--- src/rtl/i2s_tx_pkg.sv ---
package i2s_tx_pkg;

  localparam int SAMPLE_W = 32;

  typedef enum logic [1:0] {
    WID_8   = 2'b00,
    WID_16  = 2'b01,
    WID_32A = 2'b10,
    WID_32  = 2'b11
  } width_e;

  // Left-align the active sample bits so the MSB leaves first.
  function automatic logic [SAMPLE_W-1:0] align_word(width_e w, logic [SAMPLE_W-1:0] d);
    logic [SAMPLE_W-1:0] r;
    case (w)
      WID_8:   r = {d[7:0], 24'h0};
      WID_16:  r = {d[15:0], 16'h0};
      default: r = d;
    endcase
    return r;
  endfunction

endpackage

--- src/rtl/i2s_tx_bclk_gen.sv ---
module i2s_tx_bclk_gen #(
  parameter int BCLK_HALF = 2
) (
  input  logic clk,
  input  logic arst_n,
  output logic bclk_o,
  output logic step_o
);
  localparam int DIV_W = (BCLK_HALF > 1) ? $clog2(BCLK_HALF) : 1;
  localparam logic [DIV_W-1:0] DIV_LAST = DIV_W'(BCLK_HALF - 1);

  logic [DIV_W-1:0] div_q;
  logic             bclk_q;
  logic             tick;

  assign tick = (div_q == DIV_LAST);

  always_ff @(posedge clk or negedge arst_n) begin
    if (!arst_n) begin
      div_q  <= '0;
      bclk_q <= 1'b0;
    end else if (tick) begin
      div_q  <= '0;
      bclk_q <= ~bclk_q;
    end else begin
      div_q  <= div_q + 1'b1;
    end
  end

  assign bclk_o = bclk_q;
  // A step is the cycle that ends with the bit clock falling.
  assign step_o = tick & bclk_q;
endmodule

--- src/rtl/i2s_tx_framer.sv ---
module i2s_tx_framer #(
  parameter int HP_W        = 9,
  parameter int SYNC_STAGES = 2
) (
  input  logic            clk,
  input  logic            arst_n,
  input  logic            step_i,
  input  logic            slave_i,
  input  logic [HP_W-1:0] half_period_i,
  input  logic            ws_ext_i,
  output logic            ws_o,
  output logic            edge_o,
  output logic            chan_o
);
  logic            ws_sync;
  logic            ws_q;
  logic            ws_next;
  logic [HP_W-1:0] bit_cnt_q;
  logic            wrap;

  generate
    if (SYNC_STAGES <= 1) begin : g_sync1
      logic s_q;
      always_ff @(posedge clk or negedge arst_n) begin
        if (!arst_n) s_q <= 1'b1;
        else         s_q <= ws_ext_i;
      end
      assign ws_sync = s_q;
    end else begin : g_syncn
      logic [SYNC_STAGES-1:0] s_q;
      always_ff @(posedge clk or negedge arst_n) begin
        if (!arst_n) s_q <= '1;
        else         s_q <= {s_q[SYNC_STAGES-2:0], ws_ext_i};
      end
      assign ws_sync = s_q[SYNC_STAGES-1];
    end
  endgenerate

  assign wrap    = (bit_cnt_q == half_period_i);
  assign ws_next = slave_i ? ws_sync : (wrap ? ~ws_q : ws_q);

  always_ff @(posedge clk or negedge arst_n) begin
    if (!arst_n) begin
      ws_q      <= 1'b1;
      bit_cnt_q <= '0;
    end else if (step_i) begin
      ws_q      <= ws_next;
      bit_cnt_q <= wrap ? '0 : bit_cnt_q + 1'b1;
    end
  end

  assign ws_o   = ws_q;
  assign edge_o = step_i & (ws_next != ws_q);
  assign chan_o = ws_next;
endmodule

--- src/rtl/i2s_tx_shifter.sv ---
module i2s_tx_shifter
  import i2s_tx_pkg::*;
(
  input  logic                clk,
  input  logic                arst_n,
  input  logic                step_i,
  input  logic                edge_i,
  input  logic                chan_i,
  input  width_e              width_i,
  input  logic                mono_i,
  input  logic                stop_i,
  input  logic                mute_i,
  input  logic [SAMPLE_W-1:0] s_data_i,
  input  logic                s_valid_i,
  output logic                s_ready_o,
  output logic                sd_o,
  output logic                underrun_o
);
  logic [SAMPLE_W-1:0] sr_q;
  logic [SAMPLE_W-1:0] held_q;
  logic [SAMPLE_W-1:0] aligned;
  logic [SAMPLE_W-1:0] load;
  logic                need_pop;
  logic                take;
  logic                sd_q;
  logic                undr_q;

  assign aligned = align_word(width_i, s_data_i);

  always_comb begin
    need_pop = ~(mono_i & chan_i);
    take     = edge_i & need_pop & ~stop_i;
    if (stop_i)          load = '0;
    else if (!need_pop)  load = held_q;
    else if (s_valid_i)  load = aligned;
    else                 load = '0;
  end

  always_ff @(posedge clk or negedge arst_n) begin
    if (!arst_n) begin
      sr_q   <= '0;
      held_q <= '0;
      sd_q   <= 1'b0;
      undr_q <= 1'b0;
    end else begin
      if (step_i) begin
        // On a frame edge the old LSB still leaves; the new word follows.
        sd_q <= (mute_i | stop_i) ? 1'b0 : sr_q[SAMPLE_W-1];
        sr_q <= edge_i ? load : {sr_q[SAMPLE_W-2:0], 1'b0};
      end
      if (take && s_valid_i)  held_q <= aligned;
      if (take && !s_valid_i) undr_q <= 1'b1;
    end
  end

  assign s_ready_o  = take;
  assign sd_o       = sd_q;
  assign underrun_o = undr_q;
endmodule

--- src/rtl/i2s_tx_serializer.sv ---
module i2s_tx_serializer
  import i2s_tx_pkg::*;
#(
  parameter int HP_W        = 9,
  parameter int BCLK_HALF   = 2,
  parameter int SYNC_STAGES = 2
) (
  input  logic                clk,
  input  logic                rst_n,
  input  logic [1:0]          cfg_width,
  input  logic                cfg_mono,
  input  logic                cfg_stop,
  input  logic                cfg_soft_rst,
  input  logic                cfg_slave,
  input  logic [HP_W-1:0]     cfg_half_period,
  input  logic                cfg_mute,
  input  logic [SAMPLE_W-1:0] s_data,
  input  logic                s_valid,
  output logic                s_ready,
  output logic                fifo_flush,
  output logic                bclk_o,
  output logic                ws_o,
  output logic                ws_oe,
  input  logic                ws_i,
  output logic                sd_o,
  output logic                underrun
);
  logic arst_n;
  logic bit_step;
  logic frame_edge;
  logic chan;

  assign arst_n     = rst_n & ~cfg_soft_rst;
  assign fifo_flush = cfg_soft_rst;
  assign ws_oe      = ~cfg_slave;

  i2s_tx_bclk_gen #(.BCLK_HALF(BCLK_HALF)) u_bclk (
    .clk    (clk),
    .arst_n (arst_n),
    .bclk_o (bclk_o),
    .step_o (bit_step)
  );

  i2s_tx_framer #(.HP_W(HP_W), .SYNC_STAGES(SYNC_STAGES)) u_framer (
    .clk           (clk),
    .arst_n        (arst_n),
    .step_i        (bit_step),
    .slave_i       (cfg_slave),
    .half_period_i (cfg_half_period),
    .ws_ext_i      (ws_i),
    .ws_o          (ws_o),
    .edge_o        (frame_edge),
    .chan_o        (chan)
  );

  i2s_tx_shifter u_shift (
    .clk        (clk),
    .arst_n     (arst_n),
    .step_i     (bit_step),
    .edge_i     (frame_edge),
    .chan_i     (chan),
    .width_i    (width_e'(cfg_width)),
    .mono_i     (cfg_mono),
    .stop_i     (cfg_stop),
    .mute_i     (cfg_mute),
    .s_data_i   (s_data),
    .s_valid_i  (s_valid),
    .s_ready_o  (s_ready),
    .sd_o       (sd_o),
    .underrun_o (underrun)
  );
endmodule

--- config.mk ---
export PLATFORM = sky130hd
export DESIGN_NAME = i2s_tx_serializer
export DESIGN_NICKNAME = d
export VERILOG_FILES = /design/src/rtl/i2s_tx_pkg.sv /design/src/rtl/i2s_tx_bclk_gen.sv /design/src/rtl/i2s_tx_framer.sv /design/src/rtl/i2s_tx_shifter.sv /design/src/rtl/i2s_tx_serializer.sv
export SDC_FILE = /design/constraint.sdc
export NUM_CORES = 1
export LEC_CHECK = 0
export BUFFER_PORTS_ARGS = -buffer_cell sky130_fd_sc_hd__buf_2
export CAP_MARGIN = 20
export CORE_AREA = 2 2 116 118
export CTS_CLUSTER_DIAMETER = 30
export DETAILED_ROUTE_END_ITERATION = 16
export DIE_AREA = 0 0 118 120
export RECOVER_POWER = 50
export SLEW_MARGIN = 20
export SYNTH_ARGS = -nofsm -noshare
export SYNTH_HDL_FRONTEND = slang
export SYNTH_SLANG_ARGS = --single-unit
--- constraint.sdc ---
create_clock -name clk -period 5.3 [get_ports clk]
set_input_delay 0.795 -clock clk [delete_from_list [all_inputs] [get_ports clk]]
set_output_delay 0.795 -clock clk [all_outputs]
set_load 0.01 [all_outputs]
==> results of run 1 <==
[layer usage]
metal  vias up  share of wire [%]  GRT usage (%)
met4         0                1.7           6.02
met5         -                  0              0
li1       1721                  -              -
met3        17                5.5           2.99
met2        97                 46           26.2
met1      1762                 46           22.6
[sequential cells by signal, indices dropped and copies added (netlist names), 2 cells and up]
| signal | count |
|---|---|
| u_framer.g_syncn.s_q | 2 |
| u_shift.sr_q | 32 |
| u_framer.bit_cnt_q | 9 |
| u_shift.held_q | 32 |
[worst max path at each step]
stage,end,startpoint,slack (ns),depth (start not counted)
floorplan,u_bclk.bclk_o,rst_n,1.74,1
CTS,s_ready,cfg_half_period[1],1.95,9
global route,u_shift.sr_q[19],cfg_soft_rst,0.93,3
detailed placement,s_ready,cfg_half_period[1],1.97,9
global placement,s_ready,cfg_half_period[1],2.01,9
finish,s_ready,u_bclk.div_q,1.56,7
[cell type report]
cell class,count,area share (%)
Multi-Input combinational cell,321,40.2
Clock buffer,10,4.87
Timing Repair Buffer,69,7.32
Sequential cell,80,40.9
Tap cell,176,4.49
Inverter,11,0.842
Clock inverter,6,1.35
[cells in the final DEF, fill, tap and decap left out, types with 2 or more instances in the layout]
cell type,instances
nor3_1,4
buf_2,59
xnor2_1,9
o2bb2ai_1,10
clkbuf_16,9
o21ai_0,29
xor2_1,2
a22o_1,2
nor2_1,3
mux2_2,8
dfrtp_1,77
nand2b_1,6
nand3_2,2
o211ai_1,11
or3_1,3
buf_4,7
nand2_1,57
and3_1,36
mux2i_1,15
inv_1,11
o311ai_0,7
clkinvlp_4,3
dfstp_2,3
a21bo_2,8
nand3_1,44
nand4_1,22
a21oi_1,33
and2_1,2
clkbuf_1,3
[logic make-up (layout without fill, tap and decap cells)]
family,after synthesis,after routing
simple gates,182,182
flops,80,80
mux,23,23
fa+ha+maj,1,1
compound gates,104,104
xor+xnor,11,11
buf+inv,50,96
[power by group through the flow]
stage | logic [mW] | clock network, mW | registers (mW)
after floorplan | 0.136 | 0 | 0.722
after global placement | 0.196 | 0 | 0.728
after detailed placement | 0.202 | 0 | 0.731
after CTS | 0.204 | 0.642 | 0.720
after global routing | 0.227 | 0.672 | 0.730
final | 0.200 | 0.630 | 0.721
[metrics by stage]
stage,cell area (um^2),std cells,hold WS [ns],power [mW]
2_1_floorplan,4180,451,0.345,0.857
6_report,4900,673,0.360,1.55
3_5_place_dp,4600,655,0.348,0.933
5_1_grt,4900,673,0.366,1.63
4_1_cts,4910,671,0.361,1.57
3_3_place_gp,4600,655,0.348,0.924
==> out/metrics.cfg, run 1 <==
[floorplanning]
io_pins=59
fp-row-count=42
die_h_um=120
core_area_um2=13000
initial_core_util_pct=32.1
die_x_um=118
dieArea_um2=14200

[synth]
synthSimpleGateAreaFrac_pct=22.4
synth.area.mux_share_pct=5.76
synth_async_sr_flop_share_pct=100
synth_top_family_by_area=simple AND/OR/NAND/NOR gates
synth-seq-cells=80
synthCells=451
synth_xor_area_share_pct=2.31
syn-num-nets=504
yosysSeqAreaShare_pct=48.1
synth_most_common_cell=dfrtp_1
ys_types=36
synth_edf_count=0
synth_compound_area_share_pct=16.2
synth_area_per_cell_um2=9.25
synth_ff_type=dfrtp_1
synth_commonest_cells=dfrtp_1, nand2_1, nand3_1
synth_area_leader_cell=dfrtp_1
synth_area_leaders=dfrtp_1, and3_1, nand3_1, nand2_1, a21oi_1
synth_top_area_share_pct=46.2
yosys_warnings=0
syn_area_um2=4170
synth_adder_area_share_pct=0.300

[placed_design]
dp_hpwl_mm=7.21
portBuffers=58
gp_congestion=0.810
place_ws_ns=1.97

[power_and_ir_drop]
p_seq_share_pct=46.5
p_sw_share_pct=26.1
p_int_mw=1.15
comb_power_share_pct=12.9
ir_drop_mv=0.158
powerDensity_nw_per_um2=316
p_leak_nw=2.41
netSwitchingPower_mw=0.405
power_frac_clock_pct=40.6

[detailed_routing]
wl_mm=11.0
dr.pass1.iters=5
vias=3597
ant_nets=0
drc_errors=0
drt_iter0_drc=243
post_drt_wl_per_cell_um=16.3
vias_per_cell=5.34

[worst_setup_path]
timing.rr.start=u_bclk.div_q
crit_arrival_ns=2.94
reg2reg_depth=7
crit_path_frequent_cell=nand2_1
r2r_end=u_shift.held_q[19]
critPathTopFamily=buffers and inverters
critPathKind=reg -> out
end_kind=output pin
slowest_delay_ns=1.46
crit_buf_inv=4
r2r_slack_ns=2.01
worstPathCellList=nand2_1 -> clkbuf_1 -> nor3_4 -> nand2_1 -> buf_4 -> inv_1 -> buf_2
critPathRequiredTime_ns=4.51
start_kind=register
path_max_fanout=44
slowest_stage=clkbuf_1

[grt]
grt_pass1_wl_mm=18.7
track_usage_pct=16.5
antenna_found_initial=0
grt_max_degree=48
grt_pass1_vias=3627
grt-ovfl-total=0

[sta]
skew_ns=0.0105
finalSetupViolCount=0
min_period_ns=3.74
fmax_mhz=268
fin_setup_tns_ns=0
rsz0062_at_grt=false
slew_viol_final=91
hold_viol_final=0
setup_ws_ns=1.56
slew_headroom_pct=-61.9
tightest_slew_ns=2.43
period_share_pct=70.5

[job]
cap_violations=2

[layout]
multi_input_area_um2=1970
fillCellCount=1337
ff_latch_area_um2=2010
drive_gt1_share_pct=20.9
utilization_pct=37.8
num_antenna_cells=0
final_nets=545
area_growth_pct=17.5

[outcome]
outcome=finished with violations
violations=capacitance limit, slew limit

[clock_tree]
cts.sinks=80
cts_root_buf=clkbuf_16
h-tree-depth=3
post_cts_buffers=0
numCtsBuffers=9
clk_latency_ns=0.34
clk_pin_slew_ns=0.06
ctsResizeCount=0
cts_hold_buf=0
cts_buffer_depth=2
cts_tree=built

[min_path]
hp-start=u_framer.g_syncn.s_q[0]
hold_path.class=reg -> reg
whs_path_depth=0
min_to=u_framer.g_syncn.s_q[1]

Power figures use the tool's default switching activity.
==> run 2, diff against run 1 <==
clock period = 3 ns   (was 5.3 ns; I/O delays follow)
==> run 2 against run 1 <==
Effect of this change:
- the run still ends with capacitance limit, slew limit left
- flip-flop and latch count did not move
- critical path type unchanged
- clock skew fell by 0.0038 ns
- sequential share of layout area fell by 0.39 points
- power rose by 82%
==> out/metrics.cfg, run 2 (synthesis results as in run 1) <==
[floorplanning]
die_x_um=118  ; unchanged
die_h_um=120  ; unchanged
initial_core_util_pct=32.1  ; unchanged
dieArea_um2=14200  ; unchanged
io_pins=59  ; unchanged
core_area_um2=13000  ; unchanged
fp-row-count=42  ; unchanged

[detailed_routing]
post_drt_wl_per_cell_um=16.3  ; about the same
vias=3605  ; +0.22%
wl_mm=11.0  ; +0.34%
drt_iter0_drc=209  ; -14%
dr.pass1.iters=5  ; unchanged
drc_errors=0  ; unchanged
vias_per_cell=5.34  ; about the same
ant_nets=0  ; unchanged

[grt]
grt-ovfl-total=0  ; unchanged
grt_pass1_vias=3576  ; -1.4%
antenna_found_initial=0  ; unchanged
grt_pass1_wl_mm=18.0  ; -3.9%
track_usage_pct=16.1  ; -0.43 points
grt_use_met1_pct=20.4  ; -2.1 points
top_usage_layer=met2
met2_usage_pct=27.0  ; +0.80 points
met3_usage_pct=2.85  ; -0.14 points
grt_max_degree=81  ; +69%

[layout]
fillCellCount=1306  ; -2.3%
final_area_um2=4950  ; +0.97%
drive_gt1_share_pct=21.2  ; +0.32 points
final_common_cell=dfrtp_1
num_antenna_cells=0  ; unchanged
top_regs=u_shift.held_q (32), u_shift.sr_q (32), u_framer.bit_cnt_q (9)
final_nets=547  ; +0.37%
final_cell_mix=dfrtp_1, nand2_1, buf_2
area_growth_pct=18.7

[worst_setup_path]
critPathTopFamily=simple AND/OR/NAND/NOR gates
startpoint=u_framer.bit_cnt_q[3]
timing.rr.start=u_framer.bit_cnt_q[3]
critPathKind=reg -> out
slowest_stage=o41a_1
start_kind=register
critPathRequiredTime_ns=2.55  ; -1.96 ns
path_max_fanout=16  ; -64%
r2r_slack_ns=0.35  ; -1.66 ns
worstPathCellList=xnor2_1 -> nand4_1 -> o41a_1 -> nor3_4 -> buf_6 -> nand2_1 -> inv_1 -> buf_2
crit_buf_inv=3  ; -1
crit_arrival_ns=2.35  ; -0.59 ns
slowest_delay_ns=0.48  ; -0.98 ns
end_kind=output pin

[clock_tree]
cts_buffer_depth=2  ; unchanged
cts_root_buf=clkbuf_16
cts.sinks=80  ; unchanged
h-tree-depth=3  ; unchanged
numCtsBuffers=9  ; unchanged
clk_pin_slew_ns=0.06  ; about the same
post_cts_buffers=0  ; unchanged
clk_latency_ns=0.34  ; about the same
cts_tree=built
cts_hold_buf=0  ; unchanged

[sta]
tightest_slew_ns=1.95  ; -0.482 ns
fmax_mhz=357
slew_headroom_pct=-29.8  ; +32 points
slew_viol_final=81  ; -11%
finalSetupViolCount=0  ; unchanged
fin_setup_tns_ns=0  ; unchanged
rsz0062_at_grt=false
period_share_pct=93.5
min_period_ns=2.80
skew_ns=0.00672  ; -0.00383 ns
hold_viol_final=0  ; unchanged

[placed_design]
dp_hpwl_mm=7.43  ; +3.1%
placed_cell_area_um2=4640  ; +0.82%
portBuffers=58  ; unchanged
gp_congestion=0.791  ; -2.3%

[outcome]
outcome=finished with violations
violations=capacitance limit, slew limit

[power_and_ir_drop]
ir_drop_mv=0.225  ; +43%
p_total_mw=2.82  ; +82%
p_leak_nw=2.44  ; +1.0%
powerDensity_nw_per_um2=569  ; +80%

[min_path]
hold_path.class=in -> reg
hp-start=ws_i

[job]
cap_violations=1  ; -1

run 2: path summary, 6_finish.rpt:
kind	endpoint	cells past startpoint
min in group asynchronous	u_shift.sr_q[10]	3
setup / recovery	s_ready	8
hold / removal	u_framer.g_syncn.s_q[0]	1
max in group asynchronous	u_shift.held_q[7]	3
hold reg to reg	u_framer.g_syncn.s_q[1]	0
setup reg to reg	u_shift.sr_q[29]	7
run 2: final cells by class:
cell class	instances	area [um^2]	share of cell area [%]
Sequential cell	80	2010	40.5
Clock buffer	11	243	4.90
Timing Repair Buffer	71	387	7.81
Tap cell	176	220	4.45
Clock inverter	5	80.1	1.62
Inverter	11	41.3	0.834
Multi-Input combinational cell	321	1970	39.9
run 2: worst reg2reg max path: cells and delay by family (launching register included):
| family | cells | cell delay (ns) |
|---|---|---|
| compound gates | 1 | 0.48 |
| xor+xnor | 1 | 0.19 |
| buf+inv | 1 | 0.25 |
| flops | 1 | 0.44 |
| simple gates | 4 | 1.22 |
run 2: routing by layer:
| layer | share of wire, % | up-vias |
|---|---|---|
| met3 | 3.6 | 18 |
| met4 | 2.1 | 0 |
| met2 | 48 | 85 |
| li1 | - | 1719 |
| met5 | 0 | - |
| met1 | 46 | 1783 |
run 2: where the power goes:
part           internal, mW  total (mW)  switching [mW]
clock                 0.750        1.19           0.436
sequential             1.21        1.27          0.0668
combinational         0.151       0.356           0.205
total                  2.11        2.82           0.707
run 2: what timing repair did:
item / 4_1_cts / 5_1_grt
setup endpoints to repair: 0 / 1
gates resized for setup: 0 / 1
endpoints found under the hold margin: 0 / 0
run 2: stage by stage:
stage | util [%] | setup WS [ns] | hold WS, ns | std cells
after floorplan | - | 0.551 | 0.345 | 451
after global placement | 35.8 | 0.363 | 0.350 | 659
after detailed placement | 35.8 | 0.258 | 0.347 | 659
after CTS | 38.2 | 0.132 | 0.215 | 675
after global routing | 38.1 | 0.0309 | 0.206 | 675
final | 38.1 | 0.195 | 0.208 | 675
